$ cat src/rtl/cfg_route_pkg.sv
package cfg_route_pkg;
    localparam int unsigned BUS_W  = 8;
    localparam int unsigned DEV_W  = 5;
    localparam int unsigned FUNC_W = 3;
    localparam int unsigned REG_W  = 8;
    localparam int unsigned DATA_W = 32;

    typedef logic [BUS_W-1:0] bus_t;

    typedef enum logic {
        ST_IDLE = 1'b0,
        ST_DONE = 1'b1
    } dec_state_e;

    // inclusive window; a reversed window claims nothing
    function automatic logic window_hit(bus_t bus, bus_t lo, bus_t hi);
        return (hi >= lo) && (bus >= lo) && (bus <= hi);
    endfunction
endpackage

$ cat src/rtl/cfg_local_claim.sv
module cfg_local_claim
    import cfg_route_pkg::*;
#(
    parameter int unsigned NUM_LOCAL   = 2,
    parameter int unsigned LOCAL_FUNCS = 1
) (
    input  logic [BUS_W-1:0]  bus,
    input  logic [DEV_W-1:0]  dev,
    input  logic [FUNC_W-1:0] func,
    input  logic [NUM_LOCAL-1:0] dev_en,
    output logic [NUM_LOCAL-1:0] claim
);
    logic on_root;
    logic func_ok;

    assign on_root = (bus == '0);
    assign func_ok = (int'(func) < int'(LOCAL_FUNCS));

    for (genvar d = 0; d < NUM_LOCAL; d++) begin : g_dev
        assign claim[d] = on_root && func_ok && dev_en[d] && (dev == DEV_W'(d));
    end
endmodule

$ cat src/rtl/cfg_bridge_select.sv
module cfg_bridge_select
    import cfg_route_pkg::*;
#(
    parameter int unsigned NUM_BRIDGES = 2
) (
    input  logic [BUS_W-1:0]             bus,
    input  logic [NUM_BRIDGES*BUS_W-1:0] sec_flat,
    input  logic [NUM_BRIDGES*BUS_W-1:0] sub_flat,
    output logic                         any_hit,
    output logic [NUM_BRIDGES-1:0]       sel,
    output logic                         type1
);
    logic [NUM_BRIDGES-1:0] raw;
    logic [NUM_BRIDGES-1:0] below_sec;

    for (genvar b = 0; b < NUM_BRIDGES; b++) begin : g_win
        bus_t lo;
        bus_t hi;
        assign lo = sec_flat[b*BUS_W +: BUS_W];
        assign hi = sub_flat[b*BUS_W +: BUS_W];
        assign raw[b]       = (bus != '0) && window_hit(bus, lo, hi);
        assign below_sec[b] = (bus != lo);
    end

    // lowest set bit wins
    assign sel     = raw & (~raw + NUM_BRIDGES'(1));
    assign any_hit = |raw;
    assign type1   = |(sel & below_sec);
endmodule

$ cat src/rtl/cfg_link_select.sv
module cfg_link_select
    import cfg_route_pkg::*;
(
    input  logic [BUS_W-1:0]       bus,
    input  logic [DEV_W-1:0]       dev,
    input  logic [(1<<DEV_W)-1:0]  dev_present,
    input  logic [BUS_W-1:0]       link_lo,
    input  logic [BUS_W-1:0]       link_hi,
    output logic                   hit,
    output logic                   type1
);
    logic on_root;

    assign on_root = (bus == '0);
    assign hit     = on_root ? dev_present[dev] : window_hit(bus, link_lo, link_hi);
    assign type1   = !on_root;
endmodule

$ cat src/rtl/cfg_route_decoder.sv
module cfg_route_decoder
    import cfg_route_pkg::*;
#(
    parameter int unsigned NUM_LOCAL   = 2,
    parameter int unsigned LOCAL_FUNCS = 1,
    parameter int unsigned NUM_BRIDGES = 2
) (
    input  logic                           clk,
    input  logic                           rst_n,
    input  logic                           req_valid,
    input  logic [BUS_W-1:0]               req_bus,
    input  logic [DEV_W-1:0]               req_dev,
    input  logic [FUNC_W-1:0]              req_func,
    input  logic [REG_W-1:0]               req_reg,
    input  logic                           req_write,
    input  logic [NUM_LOCAL-1:0]           loc_dev_en,
    input  logic [(1<<DEV_W)-1:0]          link_dev_present,
    input  logic [BUS_W-1:0]               link_sec_bus,
    input  logic [BUS_W-1:0]               link_sub_bus,
    input  logic [NUM_BRIDGES*BUS_W-1:0]   br_sec_bus,
    input  logic [NUM_BRIDGES*BUS_W-1:0]   br_sub_bus,
    output logic                           done,
    output logic [NUM_LOCAL+NUM_BRIDGES+1:0] route,
    output logic                           pkt_type1,
    output logic [DATA_W-1:0]              abort_rdata,
    output logic                           wr_pass,
    output logic [BUS_W-1:0]               out_bus,
    output logic [DEV_W-1:0]               out_dev,
    output logic [FUNC_W-1:0]              out_func,
    output logic [REG_W-1:0]               out_reg,
    output logic                           out_write
);
    localparam int unsigned BR_BASE    = NUM_LOCAL;
    localparam int unsigned LINK_IDX   = NUM_LOCAL + NUM_BRIDGES;
    localparam int unsigned ABORT_IDX  = LINK_IDX + 1;
    localparam int unsigned NUM_ROUTES = ABORT_IDX + 1;

    dec_state_e state_q, state_nx;

    logic [NUM_LOCAL-1:0]   loc_claim;
    logic                   br_hit;
    logic [NUM_BRIDGES-1:0] br_sel;
    logic                   br_t1;
    logic                   lk_hit;
    logic                   lk_t1;

    logic [NUM_ROUTES-1:0]  route_nx, route_q;
    logic                   t1_nx, t1_q;
    logic [BUS_W-1:0]       bus_q;
    logic [DEV_W-1:0]       dev_q;
    logic [FUNC_W-1:0]      func_q;
    logic [REG_W-1:0]       reg_q;
    logic                   wr_q;

    cfg_local_claim #(
        .NUM_LOCAL   (NUM_LOCAL),
        .LOCAL_FUNCS (LOCAL_FUNCS)
    ) u_local (
        .bus    (req_bus),
        .dev    (req_dev),
        .func   (req_func),
        .dev_en (loc_dev_en),
        .claim  (loc_claim)
    );

    cfg_bridge_select #(
        .NUM_BRIDGES (NUM_BRIDGES)
    ) u_bridge (
        .bus      (req_bus),
        .sec_flat (br_sec_bus),
        .sub_flat (br_sub_bus),
        .any_hit  (br_hit),
        .sel      (br_sel),
        .type1    (br_t1)
    );

    cfg_link_select u_link (
        .bus         (req_bus),
        .dev         (req_dev),
        .dev_present (link_dev_present),
        .link_lo     (link_sec_bus),
        .link_hi     (link_sub_bus),
        .hit         (lk_hit),
        .type1       (lk_t1)
    );

    // priority: internal claim, bridge window, link, abort
    always_comb begin
        route_nx = '0;
        t1_nx    = 1'b0;
        if (|loc_claim) begin
            route_nx[NUM_LOCAL-1:0] = loc_claim;
        end else if (br_hit) begin
            route_nx[LINK_IDX-1:BR_BASE] = br_sel;
            t1_nx = br_t1;
        end else if (lk_hit) begin
            route_nx[LINK_IDX] = 1'b1;
            t1_nx = lk_t1;
        end else begin
            route_nx[ABORT_IDX] = 1'b1;
        end
    end

    always_comb begin
        unique case (state_q)
            ST_IDLE: state_nx = req_valid ? ST_DONE : ST_IDLE;  // accept
            ST_DONE: state_nx = ST_IDLE;                        // retire
        endcase
    end

    always_ff @(posedge clk or negedge rst_n) begin
        if (!rst_n) begin
            state_q <= ST_IDLE;
            route_q <= '0;
            t1_q    <= 1'b0;
            bus_q   <= '0;
            dev_q   <= '0;
            func_q  <= '0;
            reg_q   <= '0;
            wr_q    <= 1'b0;
        end else begin
            state_q <= state_nx;
            if (state_q == ST_IDLE && req_valid) begin
                route_q <= route_nx;
                t1_q    <= t1_nx;
                bus_q   <= req_bus;
                dev_q   <= req_dev;
                func_q  <= req_func;
                reg_q   <= req_reg;
                wr_q    <= req_write;
            end
        end
    end

    always_comb begin
        done        = (state_q == ST_DONE);
        route       = done ? route_q : '0;
        pkt_type1   = done && t1_q;
        abort_rdata = (done && route_q[ABORT_IDX] && !wr_q) ? '1 : '0;
        wr_pass     = done && wr_q && !route_q[ABORT_IDX];
        out_bus     = bus_q;
        out_dev     = dev_q;
        out_func    = func_q;
        out_reg     = reg_q;
        out_write   = wr_q;
    end
endmodule

$ cat config.mk
export PLATFORM = sky130hd
export DESIGN_NAME = cfg_route_decoder
export DESIGN_NICKNAME = d
export VERILOG_FILES = /design/src/rtl/cfg_route_pkg.sv /design/src/rtl/cfg_local_claim.sv /design/src/rtl/cfg_bridge_select.sv /design/src/rtl/cfg_link_select.sv /design/src/rtl/cfg_route_decoder.sv
export SDC_FILE = /design/constraint.sdc
export NUM_CORES = 1
export LEC_CHECK = 0
export CAP_MARGIN = 20
export CORE_MARGIN = 2
export CORE_UTILIZATION = 60
export DETAILED_ROUTE_END_ITERATION = 6
export DONT_BUFFER_PORTS = 1
export PLACE_DENSITY = 0.87
export SYNTH_ARGS = -nofsm -noshare
export SYNTH_HDL_FRONTEND = slang
export SYNTH_SLANG_ARGS = --single-unit
$ cat constraint.sdc
create_clock -name clk -period 2.5 [get_ports clk]
set_input_delay 0.375 -clock clk [delete_from_list [all_inputs] [get_ports clk]]
set_output_delay 0.375 -clock clk [all_outputs]
set_load 0.02 [all_outputs]
### Word level (Yosys, flattened, before mapping)

Cells that the tools add are included.

| word-level totals | value |
|---|---|
| input bits | 110 |
| logic and storage cells | 71 |
| output and inout port bits | 66 |
| flip-flop bits (word level) | 33 |

| cells by class | value |
|---|---|
| reductions and logical operators | 28 |
| magnitude comparators | 11 |
| add/subtract/negate cells | 1 |
| equality and inequality tests | 3 |
| multiplexer cells | 16 |
| bitwise logic cells | 4 |

Operators by type and width:

| kind | count |
|---|---|
| 8-bit greater-or-equal comparator | 6 |
| 32-bit 2-to-1 mux | 1 |
| 8-bit less-or-equal comparator | 3 |
| 1-bit logical AND | 19 |
| 8-bit != test | 2 |
| 8-bit logical NOT | 1 |
| 1-bit 2-to-1 mux | 8 |
| 8-bit nonzero test | 1 |
| 5-bit by 6-bit < comparator with 1-bit output (second input constant) | 1 |
| 2-bit 2-to-1 mux | 3 |
| 6-bit 2-to-1 mux | 1 |
| 2-bit OR reduction | 3 |
| 1-bit binary-select mux with 5-bit select | 1 |
| 5-bit by 1-bit == test with 1-bit output (second input constant) | 1 |
| 5-bit logical NOT | 1 |
| 2-bit AND | 2 |
| 4-bit 2-to-1 mux | 1 |
| 1-bit logical NOT | 3 |
| 3-bit by 1-bit < comparator with 1-bit output (second input constant) | 1 |
| 2-bit by 1-bit adder with 2-bit output (second input constant) | 1 |
| 2-bit NOT | 1 |
| 1-bit case mux with 2 select lines | 1 |
| 1-bit NOT | 1 |

### Longest topological paths before layout

| depth | value |
|---|---|
| depth after elaboration | 11 |
| mapped depth | 9 |

### Cells and area by module

A second synthesis with hierarchy kept.

| second synthesis, totals | value |
|---|---|
| cell total of the unflattened synthesis | 470 |
| area, all modules | 3853.7 um^2 |

By module, submodules not included:

| module | area each (um^2) | cells each | instances |
|---|---|---|---|
| cfg_route_decoder | 1617.8 | 181 | 1 |
| cfg_bridge_select | 1246.2 | 159 | 1 |
| cfg_link_select | 933.4 | 122 | 1 |
| cfg_local_claim | 56.3 | 8 | 1 |

### Least setup slack after synthesis

Ideal clock, no wire load.

| path | value |
|---|---|
| path kind | register to output |
| start | register state_q (netlist: done) |
| end | output port abort_rdata[10] |
| stages on the path, launching flop included | 4 |
| data arrival time | 2505 ps |
| slack | -380 ps |
| data required time | 2125 ps |
| buffers on the path | 1 |
| path through | dfrtp_1 > and2_1 > nor2b_1 > buf_4 |

| between the ends | value |
|---|---|
| cells in the longest elaborated chain, start to end | 3 |

RTL lines:

| element | line | RTL |
|---|---|---|
| from (decl) | cfg_route_decoder.sv:38 | `dec_state_e state_q, state_nx;` |
| from (signal assigned) | cfg_route_decoder.sv:122 | `state_q <= state_nx;` |
| 1-bit logical AND (2 in series) | cfg_route_decoder.sv:139 | `abort_rdata = (done && route_q[ABORT_IDX] && !wr_q) ? '1 : '0;` |
| 32-bit 2-to-1 mux | cfg_route_decoder.sv:139 |  |
| to (decl) | cfg_route_decoder.sv:25 | `output logic [DATA_W-1:0] abort_rdata,` |

No other way between the ends.

### Worst setup path in the final report

| path | value |
|---|---|
| start | register route_q[5] |
| end | output port abort_rdata[9] |

| between the ends | value |
|---|---|
| cells in the longest elaborated chain, start to end | 3 |

RTL lines:

| element | line | RTL |
|---|---|---|
| from (decl) | cfg_route_decoder.sv:47 | `logic [NUM_ROUTES-1:0] route_nx, route_q;` |
| from (signal assigned) | cfg_route_decoder.sv:124 | `route_q <= route_nx;` |
| 1-bit logical AND (2 in series) | cfg_route_decoder.sv:139 |  |
| 32-bit 2-to-1 mux | cfg_route_decoder.sv:139 |  |

No other way between the ends.

==> run summary <==
The flow ran to the end, and the final reports show no timing, DRC or antenna violations. The power density over the cells is 483 nW/um2. After routing, the total negative slack on setup checks comes to 0 ns. The wire length per cell after detailed routing came out at around 18 um. The part of the Yosys area used for sequential elements came out at 0.231. Row generation in the floorplan step produced 28 rows.

The setup path with the least slack is of type flop to primary output. In this run the tightest slew margin relative to its limit is 0.655. The maximum level of the CTS H-tree is 2.

The transition time at the pin with the least slew margin is between 0.5 and 0.6 ns. The number of buffers created by CTS came out at 5. The reg-to-reg critical path endpoint is t1_q. The relative area change from synthesis to final layout is 1.26%.

Setup slack on the worst reg-to-reg path comes out at around 0.90 ns. The worst setup path is launched from a flop. The count of input and output buffers came out at 0. The number of DRC markers in iteration 0 is between 100 and 150. The area share of the largest cell type after synthesis came out at 0.252. The yosys synthesis warning count is 0. The clock share of power is 0.291. The logic gate share of total power is 0.297. A synthesized cell averages 8.41 um2. The final worst slack came out at approximately 0.43 ns. The worst hold path begins at req_dev[0]. Counting instances, the worst hold path has a depth of 1. The number of register bits inferred by synthesis is 33. The first-pass GRT wire length is 12800 um. The peak clock frequency supported by timing came out at between 400 and 500 MHz. In this run the static leakage power is 1.93 nW.

The final weighted congestion in routability-driven placement came out at around 0.86. The number of nets at the end of the flow came out at between 500 and 600. Counting cells, the worst reg-to-reg path comes to 7. The share of layout cells above drive strength 1 came out at 0.0647. The number of antenna violations at the first check in global routing is 0. The number of max-slew violations in the final report came to 0.

The total I/O pin count came out at 176. The switching portion of total power came out at 0.348. The buffer depth of the longest clock path is 2. The hold violation total from the final report is 0. The required time of the worst setup path is about 2.1 ns.

The number of synthesized flops with an enable pin is 0. The via density per instance is between 6 and 7. The maximum net fanout on the critical path came out at 8. The overall global routing resource usage came out at 0.253. The power share of the sequential group came out at 0.411. The number of clock sinks came out at 33.

Setup repair after global routing left no endpoint under its margin. STA classifies the critical path endpoint as a primary output. The post-route clock skew is around 0.0043 ns. 0 antenna diodes ended up in the layout. The pin count of the biggest net entering global routing is 36.

The width of the chip is 81.2 um. Cell internal power was estimated by the tool at 1.14 mW. The number of maximum-capacitance constraint violations is 0.

Summed over all layers, the global routing overflow is 0. In this run the cell area of the synthesized design comes to between 3000 and 4000 um2. For the worst-skew pair, the clock arrives at the later sink with an insertion delay of roughly 0.28 ns. The worst hold path terminates at route_q[0]. The prevailing post-synth register cell is sky130_fd_sc_hd__dfrtp_1. The number of standard cells after synthesis is ~430. Counting instances in the post-synthesis netlist gives the leading cell types as 89 x sky130_fd_sc_hd__nand2_1, 72 x sky130_fd_sc_hd__ha_1, 51 x sky130_fd_sc_hd__inv_1. In this run the worst hold path is classified as input pin to flop.

The post-CTS setup buffer count is 0. The die area came out at approximately 6600 um2. The top cell type by total area after synthesis is sky130_fd_sc_hd__ha_1. The critical path arrival is ~1.7 ns. The number of detailed-route iterations in the first pass came out at 5. The die is between 80 and 90 um tall.

The initial core utilization is 0.611. The number of remaining DRC errors came out at 0. The startpoint of the most critical register-to-register path is done.

The via count of the first global-routing pass was about 2800. OpenSTA, run right after detailed placement, puts the worst setup slack at ~0.16 ns. IR analysis of the VDD net gives a maximum drop of roughly 460 uV.

The core area came out at between 5000 and 6000 um2. The share of flip-flops with an asynchronous set or reset after synthesis came out at 1.00. The period utilization is 0.829. The via count came out at 2894. The detail route stage leaves a number of antenna-violating nets equal to 0. Once detailed placement completed, the half-perimeter wirelength came to around 7000 um. The root buffer cell chosen for the clock tree is sky130_fd_sc_hd__clkbuf_8. sky130_fd_sc_hd__nand2_1 is the most common cell in the netlist.

The clock transition time at the flip-flop clock pins of the worst setup and hold paths is 0.07 ns. The shortest clock period the worst path allows after layout came out at a little over 2 ns. The overall routed net length came out at approximately 8500 um. The power dissipated by switching net loads is roughly 0.61 mW. The TritonCTS clock tree is done.

The number of nets handed over by synthesis was 607. Ranked by total cell area, the synthesized netlist is headed by sky130_fd_sc_hd__ha_1 25%, sky130_fd_sc_hd__dfrtp_1 23%, sky130_fd_sc_hd__nand2_1 9.3%, sky130_fd_sc_hd__buf_4 6.5%, sky130_fd_sc_hd__inv_1 5.4%. Setup violations remaining at the end of the flow were counted as 0. The number of distinct library cell variants in the gate-level netlist after synthesis came out at 50. Fill cells in the final layout number about 520.
==> worst max path at each step <==
stage / start / to / slack, ns / depth (start not counted)
5_1_grt: br_sec_bus[2] / t1_q / 0.23 / 9
3_5_place_dp: br_sec_bus[2] / t1_q / 0.16 / 9
3_3_place_gp: br_sec_bus[2] / t1_q / 0.22 / 9
4_1_cts: route_q[5] / abort_rdata[9] / 0.41 / 3
6_report: route_q[5] / abort_rdata[9] / 0.43 / 3
2_1_floorplan: done / abort_rdata[10] / 0.17 / 3
==> per-layer routing <==
layer	GRT usage	vias up	wire [um]
li1	-	1390	-
met1	0.306	1349	3520
met2	0.443	134	4190
met3	0.0533	21	562
met4	0.0915	0	207
met5	0	-	0
==> kinds of logic after synthesis <==
family,Yosys count,share of synthesized area
AOI/OAI and AO/OA,71,0.132
adders and majority gates,72,0.252
buffers and inverters,93,0.137
DFF,33,0.231
muxes,11,0.0613
and+or+nand+nor,145,0.186
==> layout by cell type, fill, tap and decap left out, drive strengths merged, types with 3 or more instances in the layout <==
cell and instances:
clkbuf 7, a21oi 23, nand3 4, nand4 10, buf 9, and2 8, nor2b 7, mux4 8
o21a 6, dfrtp 33, a211oi 4, a2111oi 3, nor4 5, a21o 7, nand2b 7, inv 51
ha 72, nor2 9, o21ai 11, nand2 89
==> power by group through the flow <==
stage	Combinational, mW	Sequential, mW	Clock, mW
floorplan	0.469	0.710	0
global placement	0.478	0.727	0
detailed placement	0.504	0.730	0
CTS	0.522	0.720	0.517
global route	0.597	0.728	0.546
finish	0.520	0.719	0.509
==> stage by stage <==
stage                     std cells  hold WS (ns)  instance area (um2)  power [mW]   util
after detailed placement        467        0.0798                 3470        1.23  0.593
final                           477         0.186                 3620        1.75  0.618
after global routing            477         0.187                 3620        1.87  0.618
after global placement          467        0.0800                 3470        1.20  0.593
after floorplan                 425        0.0794                 3580        1.18      -
after CTS                       477         0.181                 3620        1.76  0.618
==> critical path: stages, from the launching register on <==
cell and delay, ns:
sky130_fd_sc_hd__dfrtp_1 0.38, sky130_fd_sc_hd__and2_1 0.28, sky130_fd_sc_hd__nor2b_4 0.30, sky130_fd_sc_hd__buf_4 0.45
==> cell type report <==
class	count	area, um2	area share
flip-flops and latches	33	826	0.228
well taps	75	93.8	0.0259
inverters	52	195	0.0539
multi-input cells	299	2260	0.626
clock buffers	7	86.3	0.0239
clock inverters	1	30.0	0.00830
repair buffers	10	123	0.0339
==> timing repair <==
item                                   4_1_cts  5_1_grt
hold buffers                                 2        0
endpoints found under the hold margin       33        0
gates resized for setup                      0        0
Power figures use the tool's default switching activity.
